### src/rtl/ddr2_guard_pkg.sv
package ddr2_guard_pkg;
   typedef enum logic [3:0] {
      CMD_NOP = 4'd0,
      CMD_ACT = 4'd1,
      CMD_RD  = 4'd2,
      CMD_WR  = 4'd3,
      CMD_PRE = 4'd4,
      CMD_REF = 4'd5,
      CMD_SRE = 4'd6,
      CMD_SRX = 4'd7,
      CMD_MRS = 4'd8
   } cmd_e;

   // Address bit positions decoded by the device.
   localparam int EB_DLL_OFF  = 0;
   localparam int EB_DRV_RED  = 1;
   localparam int EB_DQSN_OFF = 10;
   localparam int EB_RDQS_ON  = 11;
   localparam int EB_OUT_OFF  = 12;
   localparam int MB_DLL_RST  = 8;
   localparam int AB_ALL_BANK = 10;

   // Bank codes that select the mode register target.
   localparam int MR_MAIN = 0;
   localparam int MR_EXT  = 1;
endpackage

### src/rtl/ddr2_emr_decode.sv
module ddr2_emr_decode
   import ddr2_guard_pkg::*;
#(
   parameter int BA_W      = 3,
   parameter int DEV_WIDTH = 8
) (
   input  logic            clk,
   input  logic            rst_n,
   input  logic            iss_valid,
   input  logic [3:0]      iss_cmd,
   input  logic [BA_W-1:0] iss_ba,
   input  logic [4:0]      emr_bits,   // {out_off, rdqs_on, dqsn_off, drv_red, dll_off}
   output logic            dqs_n_en,
   output logic            rdqs_en,
   output logic            rdqs_n_en,
   output logic            outputs_en,
   output logic            drive_reduced
);
   logic drv_red_q, dqsn_off_q, rdqs_on_q, out_off_q;
   logic emr_wr;
   logic rdqs_eff;

   assign emr_wr = iss_valid && (iss_cmd == CMD_MRS) && (iss_ba == BA_W'(MR_EXT));

   always_ff @(posedge clk or negedge rst_n) begin
      if (!rst_n) begin
         drv_red_q  <= 1'b0;
         dqsn_off_q <= 1'b0;
         rdqs_on_q  <= 1'b0;
         out_off_q  <= 1'b0;
      end else if (emr_wr) begin
         drv_red_q  <= emr_bits[1];
         dqsn_off_q <= emr_bits[2];
         rdqs_on_q  <= emr_bits[3];
         out_off_q  <= emr_bits[4];
      end
   end

   generate
      if (DEV_WIDTH == 8) begin : g_rdqs_x8
         assign rdqs_eff = rdqs_on_q;
      end else begin : g_rdqs_none
         logic unused_rdqs;
         assign unused_rdqs = rdqs_on_q ^ emr_bits[0];
         assign rdqs_eff    = 1'b0;
      end
   endgenerate

   assign dqs_n_en      = !dqsn_off_q;
   assign rdqs_en       = rdqs_eff;
   assign rdqs_n_en     = rdqs_eff && !dqsn_off_q;
   assign outputs_en    = !out_off_q;
   assign drive_reduced = drv_red_q;
endmodule

### src/rtl/ddr2_dll_tracker.sv
module ddr2_dll_tracker
   import ddr2_guard_pkg::*;
#(
   parameter int BA_W        = 3,
   parameter int LOCK_CYCLES = 200
) (
   input  logic            clk,
   input  logic            rst_n,
   input  logic            iss_valid,
   input  logic [3:0]      iss_cmd,
   input  logic [BA_W-1:0] iss_ba,
   input  logic            dll_off_bit,
   input  logic            dll_rst_bit,
   output logic            dll_on,
   output logic            dll_locked,
   output logic            read_block
);
   localparam int CNT_W = $clog2(LOCK_CYCLES + 1);
   localparam logic [CNT_W-1:0] RELOAD = CNT_W'(LOCK_CYCLES - 1);

   logic [CNT_W-1:0] cnt_q;
   logic             on_q, seen_q;
   logic             emr_wr, rst_wr, sre, srx;

   assign emr_wr = iss_valid && (iss_cmd == CMD_MRS) && (iss_ba == BA_W'(MR_EXT));
   assign rst_wr = iss_valid && (iss_cmd == CMD_MRS) && (iss_ba == BA_W'(MR_MAIN)) && dll_rst_bit;
   assign sre    = iss_valid && (iss_cmd == CMD_SRE);
   assign srx    = iss_valid && (iss_cmd == CMD_SRX);

   always_ff @(posedge clk or negedge rst_n) begin
      if (!rst_n) begin
         on_q   <= 1'b1;
         seen_q <= 1'b0;
         cnt_q  <= '0;
      end else begin
         if (cnt_q != '0) cnt_q <= cnt_q - 1'b1;
         if (emr_wr) begin
            on_q <= !dll_off_bit;
            if (dll_off_bit || !on_q) seen_q <= 1'b0;
         end
         if (rst_wr) begin
            seen_q <= 1'b1;
            cnt_q  <= RELOAD;
         end
         if (sre) begin
            on_q   <= 1'b0;
            seen_q <= 1'b0;
         end
         if (srx) begin
            on_q   <= 1'b1;
            seen_q <= 1'b1;
            cnt_q  <= RELOAD;
         end
      end
   end

   assign dll_on     = on_q;
   assign dll_locked = on_q && seen_q && (cnt_q == '0);
   assign read_block = on_q && !dll_locked;
endmodule

### src/rtl/ddr2_cmd_gate.sv
module ddr2_cmd_gate
   import ddr2_guard_pkg::*;
#(
   parameter int ADDR_W = 14,
   parameter int BA_W   = 3
) (
   input  logic              clk,
   input  logic              rst_n,
   input  logic              slow_mode,
   input  logic              dll_on,
   input  logic              read_block,
   input  logic              up_valid,
   input  logic [3:0]        up_cmd,
   input  logic [BA_W-1:0]   up_ba,
   input  logic [ADDR_W-1:0] up_addr,
   output logic              up_ready,
   output logic              dn_valid,
   output logic [3:0]        dn_cmd,
   output logic [BA_W-1:0]   dn_ba,
   output logic [ADDR_W-1:0] dn_addr
);
   localparam logic [ADDR_W-1:0] ALL_BANKS = ADDR_W'(1) << AB_ALL_BANK;

   logic pend_q;
   logic need_pall;

   assign up_ready = !pend_q && !(up_valid && (up_cmd == CMD_RD) && read_block);
   assign dn_valid = pend_q || (up_valid && up_ready);
   assign dn_cmd   = pend_q ? CMD_PRE : up_cmd;
   assign dn_ba    = pend_q ? '0 : up_ba;
   assign dn_addr  = pend_q ? ALL_BANKS : up_addr;

   assign need_pall = !pend_q && up_valid && up_ready && (up_cmd == CMD_REF)
                      && !dll_on && slow_mode;

   always_ff @(posedge clk or negedge rst_n) begin
      if (!rst_n) pend_q <= 1'b0;
      else        pend_q <= need_pall;
   end
endmodule

### src/rtl/ddr2_dll_guard.sv
module ddr2_dll_guard
   import ddr2_guard_pkg::*;
#(
   parameter int ADDR_W      = 14,
   parameter int BA_W        = 3,
   parameter int LOCK_CYCLES = 200,
   parameter int DEV_WIDTH   = 8
) (
   input  logic              clk,
   input  logic              rst_n,
   input  logic              slow_mode,
   input  logic              up_valid,
   input  logic [3:0]        up_cmd,
   input  logic [BA_W-1:0]   up_ba,
   input  logic [ADDR_W-1:0] up_addr,
   output logic              up_ready,
   output logic              dn_valid,
   output logic [3:0]        dn_cmd,
   output logic [BA_W-1:0]   dn_ba,
   output logic [ADDR_W-1:0] dn_addr,
   output logic              dll_enabled,
   output logic              dll_locked,
   output logic              dqs_n_en,
   output logic              rdqs_en,
   output logic              rdqs_n_en,
   output logic              outputs_en,
   output logic              drive_reduced
);
   initial begin
      assert (ADDR_W >= EB_OUT_OFF + 1) else $error("ADDR_W too small for mode bits");
      assert (BA_W >= 1) else $error("BA_W must be at least 1");
      assert (LOCK_CYCLES >= 1) else $error("LOCK_CYCLES must be at least 1");
      assert (DEV_WIDTH == 4 || DEV_WIDTH == 8 || DEV_WIDTH == 16)
         else $error("DEV_WIDTH must be 4, 8 or 16");
   end

   logic read_block;
   logic [4:0] emr_bits;

   assign emr_bits = {dn_addr[EB_OUT_OFF], dn_addr[EB_RDQS_ON], dn_addr[EB_DQSN_OFF],
                      dn_addr[EB_DRV_RED], dn_addr[EB_DLL_OFF]};

   ddr2_cmd_gate #(.ADDR_W(ADDR_W), .BA_W(BA_W)) u_gate (
      .clk(clk), .rst_n(rst_n), .slow_mode(slow_mode),
      .dll_on(dll_enabled), .read_block(read_block),
      .up_valid(up_valid), .up_cmd(up_cmd), .up_ba(up_ba), .up_addr(up_addr),
      .up_ready(up_ready), .dn_valid(dn_valid), .dn_cmd(dn_cmd),
      .dn_ba(dn_ba), .dn_addr(dn_addr)
   );

   ddr2_dll_tracker #(.BA_W(BA_W), .LOCK_CYCLES(LOCK_CYCLES)) u_track (
      .clk(clk), .rst_n(rst_n), .iss_valid(dn_valid), .iss_cmd(dn_cmd),
      .iss_ba(dn_ba), .dll_off_bit(dn_addr[EB_DLL_OFF]),
      .dll_rst_bit(dn_addr[MB_DLL_RST]),
      .dll_on(dll_enabled), .dll_locked(dll_locked), .read_block(read_block)
   );

   ddr2_emr_decode #(.BA_W(BA_W), .DEV_WIDTH(DEV_WIDTH)) u_emr (
      .clk(clk), .rst_n(rst_n), .iss_valid(dn_valid), .iss_cmd(dn_cmd),
      .iss_ba(dn_ba), .emr_bits(emr_bits),
      .dqs_n_en(dqs_n_en), .rdqs_en(rdqs_en), .rdqs_n_en(rdqs_n_en),
      .outputs_en(outputs_en), .drive_reduced(drive_reduced)
   );
endmodule

### config.mk
export PLATFORM = sky130hd
export DESIGN_NAME = ddr2_dll_guard
export DESIGN_NICKNAME = d
export VERILOG_FILES = /design/src/rtl/ddr2_guard_pkg.sv /design/src/rtl/ddr2_emr_decode.sv /design/src/rtl/ddr2_dll_tracker.sv /design/src/rtl/ddr2_cmd_gate.sv /design/src/rtl/ddr2_dll_guard.sv
export SDC_FILE = /design/constraint.sdc
export NUM_CORES = 1
export LEC_CHECK = 0
export BUFFER_PORTS_ARGS = -buffer_cell sky130_fd_sc_hd__buf_2
export CAP_MARGIN = 5
export CORE_UTILIZATION = 44
export DETAILED_ROUTE_END_ITERATION = 8
export PLACE_DENSITY = 0.77
export SLEW_MARGIN = 0
export SYNTH_ARGS = -nofsm -noshare
export SYNTH_HDL_FRONTEND = slang
export SYNTH_SLANG_ARGS = --single-unit
### constraint.sdc
create_clock -name clk -period 2.24 [get_ports clk]
set_input_delay 0.224 -clock clk [delete_from_list [all_inputs] [get_ports clk]]
set_output_delay 0.224 -clock clk [all_outputs]
set_load 0.03 [all_outputs]
# --- Word level (Yosys, flattened, before mapping) ---
# Cells that the tools add are included.
totals:
  ff_bits: 15
  elab_cells: 65
  out_inout_bits: 30
  in_bits: 25
classes:
  n_mux: 14
  addsub: 1
  eq_ne: 6
  reduce_logical: 36
op_table:
  columns: ["op", "n"]
  rows:
  - ["$mux 8", 3]
  - ["$logic_and 1x1->1", 19]
  - ["$mux 14", 1]
  - ["$eq 4x3->1 const B", 3]
  - ["$logic_not 8->1", 1]
  - ["$mux 1", 8]
  - ["$reduce_bool 4->1", 2]
  - ["$reduce_bool 8->1", 1]
  - ["$sub 8x1->8 const B", 1]
  - ["$logic_not 1->1", 7]
  - ["$reduce_bool 3->1", 2]
  - ["$eq 4x2->1 const B", 1]
  - ["$eq 4x4->1 const B", 1]
  - ["$mux 4", 1]
  - ["$eq 3x1->1 const B", 1]
  - ["$logic_not 3->1", 1]
  - ["$mux 3", 1]
  - ["$logic_or 1x1->1", 2]
  - ["$reduce_and 2->1", 1]

# --- Depth between registers and ports, before layout ---
# Gate-level depths: netlist (run 1).
logic_depth:
  depth_word: 15
  depth_mapped: 7
  depth_no_buf: 6

# --- Cells and area by module ---
# Synthesis (run 1) repeated with hierarchy kept, for this count alone.
hier_totals:
  cells_unflattened: 116
  area_unflattened_um2: 1073.5
modules_own_cells:
  columns: ["module", "area_per_inst_um2", "cells_each", "n_inst", "seq_area_each_um2"]
  rows:
  - ["ddr2_dll_tracker", 651.9, 70, 1, 251.5]
  - ["ddr2_cmd_gate", 231.5, 32, 1, 25.0]
  - ["ddr2_emr_decode", 190.2, 14, 1, 100.1]

# --- Least setup slack after synthesis (run 1) ---
# OpenSTA, ideal clock, no wires.
synth_timing:
  path_kind: "reg2out"
  startpoint: "register u_track.cnt_q[0]"
  endpoint: "output port up_ready"
  t_arrival_ps: 2030
  stages_incl_launch_ff: 8
  setup_slack_ps: -14
  t_required_ps: 2016
  n_path_buf: 1
  cell_sequence: "dfrtp_1 > inv_1 > ha_1 > or3b_1 > clkbuf_1 > nor3_4 > nor2_1 > nor2_1"
synth_between:
  elab_chain_len: 7
synth_rtl:
  columns: ["element", "line", "rtl"]
  rows:
  - ["start: declaration", "ddr2_dll_tracker.sv:21", "logic [CNT_W-1:0] cnt_q;"]
  - ["start signal: assignment", "ddr2_dll_tracker.sv:36", "if (cnt_q != '0) cnt_q <= cnt_q - 1'b1;"]
  - ["$logic_not 8->1", "ddr2_dll_tracker.sv:58", "assign dll_locked = on_q && seen_q && (cnt_q == '0);"]
  - ["$logic_and 1x1->1", "ddr2_dll_tracker.sv:58", null]
  - ["via dll_locked", "ddr2_dll_guard.sv:22", "output logic dll_locked,"]
  - ["$logic_not 1->1", "ddr2_dll_tracker.sv:59", "assign read_block = on_q && !dll_locked;"]
  - ["$logic_and 1x1->1", "ddr2_dll_tracker.sv:59", null]
  - ["$logic_and 1x1->1", "ddr2_cmd_gate.sv:27", "assign up_ready = !pend_q && !(up_valid && (up_cmd == CMD_RD) && read_block);"]
  - ["$logic_not 1->1", "ddr2_cmd_gate.sv:27", null]
  - ["$logic_and 1x1->1", "ddr2_cmd_gate.sv:27", null]
  - ["end: declaration", "ddr2_dll_guard.sv:16", "output logic up_ready,"]
# The timed path passes the listed nets, and every way through them passes these cells.

# --- Final worst setup path (run 1) ---
layout_timing:
  startpoint: "register u_track.cnt_q[1]"
  endpoint: "output port up_ready"
layout_between:
  elab_chain_len: 7
layout_rtl:
  columns: ["element", "line"]
  rows:
  - ["$logic_not 8->1", "ddr2_dll_tracker.sv:58"]
  - ["$logic_and 1x1->1", "ddr2_dll_tracker.sv:58"]
  - ["$logic_not 1->1", "ddr2_dll_tracker.sv:59"]
  - ["$logic_and 1x1->1", "ddr2_dll_tracker.sv:59"]
  - ["$logic_and 1x1->1", "ddr2_cmd_gate.sv:27"]
  - ["$logic_not 1->1", "ddr2_cmd_gate.sv:27"]
  - ["$logic_and 1x1->1", "ddr2_cmd_gate.sv:27"]
# Every way passes these cells.

==> results of run 1 <==
[power by group]
part           switching (µW)  leakage, µW  internal [µW]
registers                80.8     0.000184            360
logic                     247     0.000484            210
clock network            81.4    0.0000150           69.0
total                     409     0.000683            639
[logic make-up after synthesis]
group / Yosys count / synth area share
AND/OR/NAND/NOR: 55 / 0.345
flip-flops: 15 / 0.374
AO/OA/AOI/OAI: 14 / 0.104
buffers and inverters: 12 / 0.0522
XOR/XNOR: 5 / 0.0435
multiplexers: 5 / 0.0559
adder cells (fa/ha/maj): 2 / 0.0248
[cell type report]
cell class                 count  area share
clock buffer                   4      0.0195
inverter                       7      0.0195
multi-input combinational     81       0.432
sequential                    15       0.279
tap                           27      0.0250
timing repair buffer          57       0.225
[flip-flops by register name, summed over array words and instances, names as in the netlist]
name and cells:
u_emr.drive_reduced 1, u_emr.dqsn_off_q 1, u_track.cnt_q 8, u_emr.out_off_q 1, u_track.seen_q 1, u_gate.pend_q 1
u_emr.rdqs_en 1, u_track.dll_on 1
[placed cells by master, fill, tap and decap left out, drive strengths merged]
| cell | instances |
|---|---|
| dlygate4sd3 | 1 |
| a22o | 1 |
| nor2b | 19 |
| nand2 | 4 |
| nand3 | 1 |
| clkbuf | 4 |
| and2 | 3 |
| nand2b | 3 |
| or2 | 2 |
| nor3 | 2 |
| and4bb | 1 |
| buf | 56 |
| nand4b | 1 |
| xor2 | 1 |
| o211ai | 6 |
| dfstp | 1 |
| mux2 | 5 |
| inv | 7 |
| nor4b | 1 |
| or4 | 2 |
| ha | 2 |
| nor2 | 8 |
| nand4 | 2 |
| nand3b | 1 |
| o31ai | 1 |
| and4 | 1 |
| a32o | 1 |
| or3b | 1 |
| a21oi | 1 |
| and3 | 1 |
| nor3b | 2 |
| o21ai | 3 |
| xnor2 | 4 |
| dfrtp | 14 |
| o221ai | 1 |
[through the flow]
| step | utilization | setup TNS (ps) | hold slack [ps] | cells |
|---|---|---|---|---|
| after floorplan | - | 0 | -71.6 | 108 |
| after global placement | 0.628 | 0 | 141 | 185 |
| after detailed placement | 0.628 | 0 | 145 | 185 |
| after CTS | 0.647 | 0 | 188 | 190 |
| after global routing | 0.655 | -33.0 | 179 | 191 |
| final | 0.655 | 0 | 192 | 191 |
[critical path: stages, from the launching register on]
cell     delay [ps]
dfrtp_1         380
inv_1            90
ha_1            140
or3b_4          420
nor3_4          270
nor2_1           90
nor2_2           80
buf_4           160
[per-layer routing]
metal | share of wire | up-vias
met3 | 0.054 | 2
met4 | 0.0044 | 0
met5 | 0 | -
met2 | 0.52 | 34
li1 | - | 485
met1 | 0.42 | 461
[what timing repair did]
| item | in CTS | in global routing |
|---|---|---|
| setup endpoints to repair | 2 | 2 |
| hold buffers | 1 | 0 |
| buffers inserted | 0 | 1 |
| endpoints found under the hold margin | 14 | 0 |
| pin swaps | 0 | 1 |
| gates resized for setup | 1 | 7 |
[how the worst max path moves through the flow]
stage / to / slack [ps] / cells past startpoint
floorplan: dn_valid / 80 / 7
global placement: dn_valid / 310 / 7
detailed placement: dn_valid / 250 / 7
CTS: dn_valid / 20 / 7
global route: dn_valid / -30 / 7
finish: up_ready / 110 / 7
==> summary.md, run 1 <==
| Metric | Value |
|---|---|
| Via density per instance | `5.14` |
| Clock Tree Buf Depth | `2` |
| TritonCTS sink count | `15` |
| H-Tree Depth | `1` |
| Worst setup startpoint | `u_track.cnt_q[1]$_DFFE_PN0P_` |
| Filler instances | `176` |
| Instance area at placement | `between 1000 and 1500 µm²` |
| Top area cells in the synthesized netlist | `dfrtp_1 35%, nor2b_1 12%, mux2_2 5.6%` |
| Fraction of registers with async set/reset | `1.00` |
| Top Usage Layer GRT | `met2` |
| Post-layout nets | `192` |
| Global router's overall resource usage | `0.211` |
| Sequential standard cell area | `about 380 µm²` |
| Vias in the first global route | `953` |
| Commonest cells in the synthesized netlist | `19 x nor2b_1, 14 x dfrtp_1, 8 x nor2_1` |
| Met3 routing resource usage after global routing | `0.0586` |
| HPWL after detailed placement | `1850 µm` |
| Final critical delay including setup and external delays | `roughly 2100 ps` |
| Chip width | `49.8 µm` |
| Library cell with the largest summed area after synthesis | `dfrtp_1` |
| Standard-cell rows | `16` |
| Reg2reg setup slack | `approximately 300 ps` |
| Met1 capacity usage during global routing | `0.244` |
| Hold Crit Start | `slow_mode` |
| Die height | `about 50 µm` |
| First-pass GRT wire length | `4040 µm` |
| Critical path arrival | `1900 ps` |
| Largest net degree at the start of global routing | `16` |
| R2R depth | `7` |
| Number of antenna violations at the first check in global routing | `0` |
| Antenna Diode Count | `0` |
| Clock Skews | `4.08 ps` |
| Effective utilization at floorplan | `0.488` |
| Remaining global-route overflow | `0` |
| Highest ir drop seen on vdd | `628 µV` |
| Slack of the critical path | `113 ps` |
| Leak | `0.000683 µW` |
| Vias after detailed routing | `between 900 and 1k` |
| Most frequently used cell type in the post-synthesis netlist | `nor2b_1` |
| Register clock-pin slew on the reported worst setup and hold paths | `80 ps` |
| Routed wire length per instance | `about 12 µm` |
| Area enclosed by the die boundary | `2480 µm²` |
| 1st-pass router iterations | `4` |
| Average cell area after synthesis | `about 9.3 µm²` |
| Register bit count reported by yosys | `15` |
| Syn nets | `135` |
| Worst Setup End Kind | `output port` |
| Class of the worst hold path | `input pin to register` |
| Global routing met2 resource utilization | `0.381` |
| Synthesized instance count | `108` |
| Post-route cell area | `1350 µm²` |
| Routability Congestion | `0.769` |
| Setup CP Type | `register to output port` |
| Root buf cell | `clkbuf_4` |
| Area used by multi-input combinational logic | `583 µm²` |
| Startpoint class of the critical path | `register` |
| Worst slew pin tran | `between 400 and 500 ps` |
| Setup violations, final | `0` |
| Count of final hold-check violations | `0` |
| Distinct cell type count after synthesis | `38` |
| Hold path depth | `2` |
| Reg-to-Reg Start | `u_track.cnt_q[1]$_DFFE_PN0P_` |
| Synth warn | `0` |
| Drc violations | `0` |
| Proportion of synthesized chip area in sequential cells | `0.374` |
| Count of flip-flops with a built-in enable after synthesis | `0` |
| Area delta synth->final | `34.0%` |
| Number of placed I/O pins | `55` |
| Total power density per cell area | `approximately 780 nW/µm²` |
| MaxCap Viol Count | `0` |
| Final clock period utilization by the worst path | `0.949` |
| Cts bufs inserted | `3` |
| Fin. max-slew vios | `0` |
| Maximum net fanout on the critical path | `7` |
| Port Buffer Count | `54` |
| Main synth FF type | `dfrtp_1` |
| Detailed-route wire length | `about 2300 µm` |
| Destination of the worst register-to-register timing path | `u_track.cnt_q[4]$_DFFE_PN0P_` |
| Area fraction of the dominant cell type after synthesis | `0.348` |
| Setup Slack @ Placement | `247 ps` |
| Number of violations reported at the end of detailed-routing iteration 0 | `19` |
| Synthesized cell area | `1010 µm²` |
| Maximum clock rate | `roughly 470 MHz` |
| Hold Crit Endpoint | `u_gate.pend_q$_DFF_PN0_` |
| Unrepaired setup endpoints after global routing | `true` |
| Overall power after layout | `1050 µW` |
| Fraction of layout instances using a drive strength above 1 | `0.451` |
| Routed Antenna Nets | `0` |
| Worst-case headroom to the max-slew limit | `0.678` |
| CTS tree | `done` |
| Worst-Skew Late Latency | `280 ps` |
| Outcome | `complete, no violations` |
| Data required, critical path | `2020 ps` |
| Area of the core | `2060 µm²` |
Note: power is estimated with default switching activity, not from simulation.
==> run 2, diff against run 1 <==
CORE_UTILIZATION = 40   (was 44)
PLACE_DENSITY = 0.71   (was 0.77)
SLEW_MARGIN = 20   (was 0)
==> run 2 against run 1 <==
  * Clock power is 3% higher
  * Sequential cell count stayed put
  * Global-route usage is 2.6 points lower
  * Sequential share of layout area down 0.38 points
  * Sequential power rose by 3%
  * Wire length increased by 5.0%
  * Critical endpoint unchanged
  * Worst hold slack worse by 19 ps
  * First-iteration DRC count is 21% lower
  * Combinational power rose by 0.9%
  * Count of clock-buffer cells in the layout decreased by 1
  * Via count up 1.1%
  * Maximum frequency fell by 0.11%
==> summary.md, run 2 (synthesis gave the netlist of run 1 again) <==
| Metric | Value |
|---|---|
| Outcome | `complete, no violations` |
| Cts bufs inserted | `3 (unchanged)` |
| Unrepaired setup endpoints after global routing | `false` |
| Global router's overall resource usage | `0.185 (-0.0256)` |
| Leak | `0.000696 µW (+2.0%)` |
| Setup CP Type | `register to output port` |
| Count of final hold-check violations | `0 (unchanged)` |
| Via density per instance | `5.09 (-0.95%)` |
| Clock Tree Buf Depth | `2 (unchanged)` |
| Worst-case headroom to the max-slew limit | `0.692 (+0.0139)` |
| Die height | `52.2 µm (+4.7%)` |
| HPWL after detailed placement | `1920 µm (+3.9%)` |
| Reg-to-Reg Start | `u_track.cnt_q[0]$_DFFE_PN0P_` |
| Highest ir drop seen on vdd | `487 µV (-22%)` |
| Filler instances | `220 (+25%)` |
| Area enclosed by the die boundary | `2720 µm² (+9.6%)` |
| Class of the worst hold path | `input pin to register` |
| Worst-Skew Late Latency | `290 ps (about the same)` |
| Worst slew pin tran | `455 ps (-20.5 ps)` |
| Fin Hold WS | `173 ps (-18.9 ps)` |
| Standard-cell rows | `17 (+1)` |
| Vias in the first global route | `880 (-7.7%)` |
| Post-route cell area | `1370 µm² (+1.4%)` |
| Remaining global-route overflow | `0 (unchanged)` |
| Drc violations | `0 (unchanged)` |
| Root buf cell | `clkbuf_4` |
| Worst setup startpoint | `u_track.cnt_q[0]$_DFFE_PN0P_` |
| Register ranked first by flip-flop count | `u_track.cnt_q` |
| Number of violations reported at the end of detailed-routing iteration 0 | `15 (-4)` |
| Register clock-pin slew on the reported worst setup and hold paths | `90 ps (about the same)` |
| Effective utilization at floorplan | `0.438 (-0.0500)` |
| CTS tree | `done` |
| Post-layout nets | `195 (+1.6%)` |
| 1st-pass router iterations | `4 (unchanged)` |
| Largest net degree at the start of global routing | `16 (unchanged)` |
| Detailed-route wire length | `2390 µm (+5.0%)` |
| Clock Skews | `7.03 ps (+2.95 ps)` |
| Worst Setup End Kind | `output port` |
| Fraction of layout instances using a drive strength above 1 | `0.473 (+0.0218)` |
| First-pass GRT wire length | `3700 µm (-8.4%)` |
| Hold Crit Start | `slow_mode` |
| Final clock period utilization by the worst path | `0.950 (+0.00103)` |
| Routed wire length per instance | `12.2 µm (+2.9%)` |
| Final critical delay including setup and external delays | `2130 ps (+2.31 ps)` |
| Antenna Diode Count | `0 (unchanged)` |
| Total power density per cell area | `781 nW/µm² (+0.55%)` |
| Port Buffer Count | `54 (unchanged)` |
| Routability Congestion | `0.816 (+6.1%)` |
| Area delta synth->final | `35.9%` |
| Commonest non-fill, non-tap cell in the layout | `buf_2` |
| MaxCap Viol Count | `0 (unchanged)` |
| Critical path arrival | `1900 ps (about the same)` |
| Instance area at placement | `1300 µm² (about the same)` |
| Number of placed I/O pins | `55 (unchanged)` |
| Total negative slack | `0 ps (unchanged)` |
| Setup violations, final | `0 (unchanged)` |
| Data required, critical path | `2020 ps (about the same)` |
| Number of antenna violations at the first check in global routing | `0 (unchanged)` |
| Routed Antenna Nets | `0 (unchanged)` |
| Vias after detailed routing | `993 (+1.1%)` |
| Startpoint class of the critical path | `register` |
| Number of flip-flops under the largest register name | `8 (unchanged)` |
| Leading cell types in the layout, fill and taps excluded | `53 x buf_2, 19 x nor2b_1, 14 x dfrtp_1, 7 x nor2_1, 6 x buf_4` |
| Chip width | `52.2 µm (+4.7%)` |
| TritonCTS sink count | `15 (unchanged)` |
| Maximum net fanout on the critical path | `6 (-1)` |
| Maximum clock rate | `470 MHz (-0.11%)` |
| H-Tree Depth | `1 (unchanged)` |
| Area of the core | `2300 µm² (+11%)` |
| Fin. max-slew vios | `0 (unchanged)` |
-- run 2: path summary, 6_finish.rpt --
check | to | cells past startpoint | slack [ps]
setup / recovery | up_ready | 7 | 110
hold / removal | u_gate.pend_q$_DFF_PN0_ | 2 | 170
setup reg to reg | u_track.cnt_q[5]$_DFFE_PN0P_ | 8 | 220
hold reg to reg | u_emr.drive_reduced$_DFFE_PN0P_ | 1 | 520
max in group asynchronous | u_track.dll_on$_DFFE_PN1P_ | 2 | 1580
min in group asynchronous | u_track.cnt_q[0]$_DFFE_PN0P_ | 2 | 360
-- run 2: where the power goes --
part | switching, µW | leakage, µW | internal [µW]
clock network | 88.6 | 0.0000177 | 66.3
logic | 248 | 0.000495 | 212
registers | 93.0 | 0.000184 | 360
-- run 2: critical path: stages (launching register included) --
cell,delay [ps]
dfrtp_1,400
inv_2,80
ha_1,140
or3b_4,420
nor3_4,220
nor2_1,80
nor2_2,70
buf_2,200
-- run 2: area by class of cell --
class / count / area [µm²] / share of cell area
Clock buffer: 3 / 22.5 / 0.0165
Timing Repair Buffer: 60 / 320 / 0.234
Clock inverter: 1 / 5.00 / 0.00366
Tap cell: 28 / 35.0 / 0.0256
Inverter: 7 / 26.3 / 0.0192
Multi-Input combinational cell: 81 / 583 / 0.426
Sequential cell: 15 / 377 / 0.275
-- run 2: what timing repair did --
action,in CTS,in global routing
cloned,0,0
gates resized for setup,1,5
hold endpoints to repair,14,0
setup endpoints to repair,2,2
setup buffers,3,1
pin swaps,1,1
hold buffers,1,0
-- run 2: layer usage --
layer | global-route usage | routed length (µm) | vias up
met5 | 0 | 0 | -
met4 | 0.0526 | 23 | 0
met1 | 0.229 | 1060 | 460
met2 | 0.323 | 1140 | 36
met3 | 0.0406 | 156 | 4
li1 | - | - | 493
-- run 2: per-stage QoR --
stage                util  worst slack (ps)  power (µW)  instances
floorplan               -              81.2         773        108
global placement    0.564               313         870        186
detailed placement  0.564               227         907        186
CTS                 0.592              24.3        1070        194
global route        0.596              11.5        1150        195
finish              0.596               111        1070        195
